`src/rtl/mrx_drift_tracker.sv`:
```
module mrx_drift_tracker #(
  parameter int unsigned PERIOD     = 16,
  parameter int unsigned EARLY_FAR  = 4,
  parameter int unsigned EARLY_NEAR = 2,
  parameter int unsigned LATE_NEAR  = 2,
  parameter int unsigned LATE_FAR   = 3
) (
  input  logic clk,
  input  logic rst_n,
  input  logic sample_en,
  input  logic comp_en,
  input  logic start,
  input  logic rxd,
  output logic bit_strobe,
  output logic bit_value,
  output logic adj_short,
  output logic adj_long,
  output logic drift_oor
);
  localparam int unsigned CW  = $clog2(PERIOD + 2);
  localparam int unsigned MID = PERIOD / 2;
  localparam logic [CW-1:0] C_NOM = CW'(PERIOD - 1);
  localparam logic [CW-1:0] C_SMP = CW'(MID + PERIOD / 4);
  localparam logic [CW-1:0] E_LO  = CW'(MID - EARLY_FAR);
  localparam logic [CW-1:0] E_HI  = CW'(MID - EARLY_NEAR);
  localparam logic [CW-1:0] L_LO  = CW'(MID + LATE_NEAR);
  localparam logic [CW-1:0] L_HI  = CW'(MID + LATE_FAR);
  localparam logic [CW-1:0] W_LO  = CW'(MID - EARLY_FAR - 1);
  localparam logic [CW-1:0] W_HI  = CW'(MID + LATE_FAR + 1);

  logic [CW-1:0] cnt;
  logic active, rxd_q, shorten_r, lengthen_r;

  wire tick      = sample_en & active;
  wire edge_seen = tick & (rxd ^ rxd_q);
  wire in_early  = (cnt >= E_LO) && (cnt <= E_HI);
  wire in_late   = (cnt >= L_LO) && (cnt <= L_HI);
  wire in_window = (cnt >= W_LO) && (cnt <= W_HI);
  wire in_oor    = in_window && ((cnt < E_LO) || (cnt > L_HI));
  wire corrected = shorten_r | lengthen_r;
  wire do_short  = edge_seen & comp_en & in_early & ~corrected;
  wire do_long   = edge_seen & comp_en & in_late & ~corrected;
  wire [CW-1:0] last = shorten_r  ? C_NOM - CW'(1) :
                       lengthen_r ? C_NOM + CW'(1) : C_NOM;

  always_ff @(posedge clk) begin
    if (!rst_n) begin
      cnt        <= '0;
      active     <= 1'b0;
      rxd_q      <= 1'b0;
      shorten_r  <= 1'b0;
      lengthen_r <= 1'b0;
      drift_oor  <= 1'b0;
    end else if (start) begin
      cnt        <= '0;
      active     <= 1'b1;
      rxd_q      <= rxd;
      shorten_r  <= 1'b0;
      lengthen_r <= 1'b0;
      drift_oor  <= 1'b0;
    end else if (tick) begin
      rxd_q <= rxd;
      if (cnt == last) begin
        cnt        <= '0;
        shorten_r  <= 1'b0;
        lengthen_r <= 1'b0;
      end else begin
        cnt <= cnt + CW'(1);
        if (do_short) shorten_r  <= 1'b1;
        if (do_long)  lengthen_r <= 1'b1;
      end
      if (edge_seen && comp_en && in_oor) drift_oor <= 1'b1;
    end
  end

  always_ff @(posedge clk) begin
    if (!rst_n) begin
      bit_strobe <= 1'b0;
      bit_value  <= 1'b0;
      adj_short  <= 1'b0;
      adj_long   <= 1'b0;
    end else begin
      bit_strobe <= ~start & tick & (cnt == C_SMP);
      adj_short  <= ~start & do_short;
      adj_long   <= ~start & do_long;
      if (~start & tick & (cnt == C_SMP)) bit_value <= ~rxd;
    end
  end
endmodule


```
`config.mk`:
```
export PLATFORM = sky130hd
export DESIGN_NAME = mrx_drift_tracker
export DESIGN_NICKNAME = d
export VERILOG_FILES = /design/src/rtl/mrx_drift_tracker.sv
export SDC_FILE = /design/constraint.sdc
export NUM_CORES = 1
export LEC_CHECK = 0
export BUFFER_PORTS_ARGS = -buffer_cell sky130_fd_sc_hd__clkbuf_2
export CAP_MARGIN = 0
export CORE_MARGIN = 2
export CORE_UTILIZATION = 48
export CTS_CLUSTER_SIZE = 40
export DETAILED_ROUTE_END_ITERATION = 12
export GPL_TIMING_DRIVEN = 0
export MAX_ROUTING_LAYER = met4
export PLACE_DENSITY = 0.7
export SYNTH_ARGS = -nofsm -noshare
export SYNTH_HDL_FRONTEND = slang
export SYNTH_SLANG_ARGS = --single-unit
```
`constraint.sdc`:
```
create_clock -name clk -period 1.47 [get_ports clk]
set_clock_uncertainty 0.2 [all_clocks]
set_input_delay 0.0735 -clock clk [delete_from_list [all_inputs] [get_ports clk]]
set_output_delay 0.0735 -clock clk [all_outputs]
set_load 0.02 [all_outputs]
```
==> results.toml <==
[run_status]
status = "complete, but fails checks"
violations = "negative hold slack, negative setup slack"

[sta]
final_hold_viol_count = 2
setup_viol = 5
relSlewSlack_pct = 63.4
tightest_slew_ns = 0.548
timing.fmax_mhz = 640
layout_min_cycle_time_ns = 1.56
final.period_utilization_pct = 106
drv_slew = 0
rsz0062_at_grt = "true"
holdWs_ns = -0.0777
fin_ws_ns = -0.0918
finalSetupTns_ns = -0.436

[worst_setup_path]
r2r_cells = 5
path_cells = "buf_6, nor4b_4, mux2i_4, o31ai_4, nor2_1"
critPathSlowestCell = "dfxtp_2"
crit_type = "flop to flop"
cp_top_family = "flip-flops"
cpPeakStageDelay_ns = 0.34
crit_required_ns = 1.43
r2r-start = "cnt[1]$_SDFFE_PP0N_"
start_kind = "flop"
worstPathMaxFanout = 5
rr_endpoint = "cnt[3]$_SDFFE_PP0N_"
critPathArrivalTime_ns = 1.52
cp.buffers_inverters = 1
r2r_slack_ns = -0.09
crit_path_end_kind = "flop"

[synth]
syn_avg_cell_area_sq_um = 9.35
synth_top_cell_area_share_pct = 37.5
ys_types = 32
synth-edff-count = 0
ys_ff_latch = 14
synth-seq-area-share_pct = 37.5
synth_warnings = 0
ys.flop_type = "dfxtp_1"
synthCells = 80
synthArstFlopShare_pct = 0
syn_nets = 88
netlist_area_sq_um = 748
synth_top_area_cell = "dfxtp_1"
yosys-top-cells-count = "dfxtp_1, nor2_1, nand2_1"
yosysMostFrequentCell = "dfxtp_1"
ys_top_cells_by_area = "dfxtp_1, nor2_1, nand2_1"

[place]
dpl.cell_count = 106
gp_congestion = 0.786
io_buffer_count = 10
dp_hpwl_um = 1020

[pwr]
ir_drop_mv = 0.491
leakage_nw = 0.390
power.density_nw_per_um2 = 752
total_power_mw = 0.725

[final_layout]
final_cells = 116
drive_gt1_share_pct = 33.0
diodes = 0
final_net_count = 109
post-route-util_pct = 64.7
area_delta_synth_final_pct = 28.8

[grt]
grt_pass1_wl_um = 2530
grt_overflow = 0
antenna_found_initial = 0
grt_start_max_net_pins = 11
grt_use_total_pct = 19.2
grt_pass1_vias = 617

[floorplanning]
start_util_pct = 50.3
core_sq_um = 1490
die_y_um = 43.5
io_pins = 11
rows = 14
die-area_sq_um = 1890
die_w_um = 43.5

[flow_run]
drv_cap = 0

[worst_hold_path]
holdCritStartpoint = "sample_en"
holdPathStages = 3
holdPathEnd = "cnt[1]$_SDFFE_PP0N_"
hold_class = "input port to flop"

[cts]
clkTransAtPathRegs_ns = 0.09
cts_sinks = 14
clock_path_buffers = 2
clockRootBuffer = "clkbuf_4"
clkLatencyLatePin_ns = 0.28
cts_tree = "built"
htree_levels = 1
cts-buffers-inserted = 3

[drt]
drt_iter0_markers = 12
wl_per_cell_um = 12.5
drcViolationCount = 0
dr.pass1.iters = 6
ant_nets = 0
via_count = 647
avgViaCountPerCell = 5.58
routed_wl_um = 1460
worst min-delay path: stages:
cell,delay (ns)
clkbuf_2,0.10
nand2_4,0.12
o41ai_2,0.08
per-layer routing:
layer | global-route usage (%) | vias to the layer above | wire [um]
li1 | - | 325 | -
met1 | 21.3 | 300 | 655
met2 | 31.9 | 17 | 709
met3 | 5.00 | 5 | 57
met4 | 9.09 | 0 | 31
met5 | - | - | 0
area by class of cell:
cell class	count	area, sq um
fill	125	526
multi-input combinational	59	459
sequential	14	295
timing repair buffer	19	130
clock buffer	4	36.3
tap	16	20.0
buffer	1	11.3
inverter	3	11.3
kinds of logic (layout without fill, tap and decap cells):
logic type / Yosys count / in the layout / share of synthesized area, %
compound gates: 15 / 15 / 15.9
simple gates: 36 / 36 / 29.3
fa+ha+maj: 2 / 2 / 3.34
mux: 1 / 1 / 3.01
flops: 14 / 14 / 37.5
buf+inv: 7 / 27 / 5.18
xor+xnor: 5 / 5 / 5.85
worst max-delay path by stage:
stage                   startpoint                  end  cells after the start
5_1_grt        cnt[1]$_SDFFE_PP0N_  cnt[2]$_SDFFE_PP0N_                      5
6_report       cnt[1]$_SDFFE_PP0N_  cnt[3]$_SDFFE_PP0N_                      5
3_3_place_gp   cnt[4]$_SDFFE_PP0N_  cnt[4]$_SDFFE_PP0N_                      4
4_1_cts        cnt[1]$_SDFFE_PP0N_  cnt[3]$_SDFFE_PP0N_                      5
3_5_place_dp   cnt[4]$_SDFFE_PP0N_  cnt[3]$_SDFFE_PP0N_                      4
2_1_floorplan  cnt[2]$_SDFFE_PP0N_  cnt[2]$_SDFFE_PP0N_                      5
power by group:
| part | internal [mW] | switching (mW) | total, mW |
|---|---|---|---|
| clock | 0.151 | 0.128 | 0.278 |
| combinational | 0.0319 | 0.0305 | 0.0624 |
| sequential | 0.379 | 0.00500 | 0.384 |
| total | 0.562 | 0.163 | 0.725 |
state kept, by name, summed over array words and instances, names as in the netlist:
name / cells
cnt: 5
active: 1
adj_long: 1
adj_short: 1
bit_strobe: 1
bit_value: 1
drift_oor: 1
lengthen_r: 1
rxd_q: 1
shorten_r: 1
cell usage in the layout (no fill, tap or decap), types with 2 or more instances in the layout:
master	Yosys	routed
xor2_1	3	3
dfxtp_1	14	8
dfxtp_2	0	3
clkbuf_2	0	10
nor2_1	8	8
nand3_1	3	3
a21oi_1	3	3
ha_1	2	2
nand2_1	7	6
nand2b_1	3	3
nor4b_4	1	2
dlygate4sd3_1	0	5
clkbuf_4	0	3
inv_1	3	3
nor2b_1	2	2
o21ai_0	2	2
o21ai_1	2	2
nand4_1	4	4
dfxtp_4	0	3
and2_1	2	2
and4_1	2	2
buf_4	1	4
o21a_1	2	2
what timing repair did:
action | CTS | global route
hold buffers | 5 | 1
pin swaps | 0 | 9
setup buffers | 2 | 2
resized for setup | 7 | 8
setup endpoints to repair | 10 | 12
endpoints found under the hold margin | 7 | 5
through the flow:
stage / instance area [sq um] / setup WS [ns]
floorplan: 748 / 0.000344
global placement: 818 / -0.0973
detailed placement: 818 / -0.135
CTS: 936 / -0.105
global route: 963 / -0.188
finish: 963 / -0.0918
(Power assumes the default switching activity.)
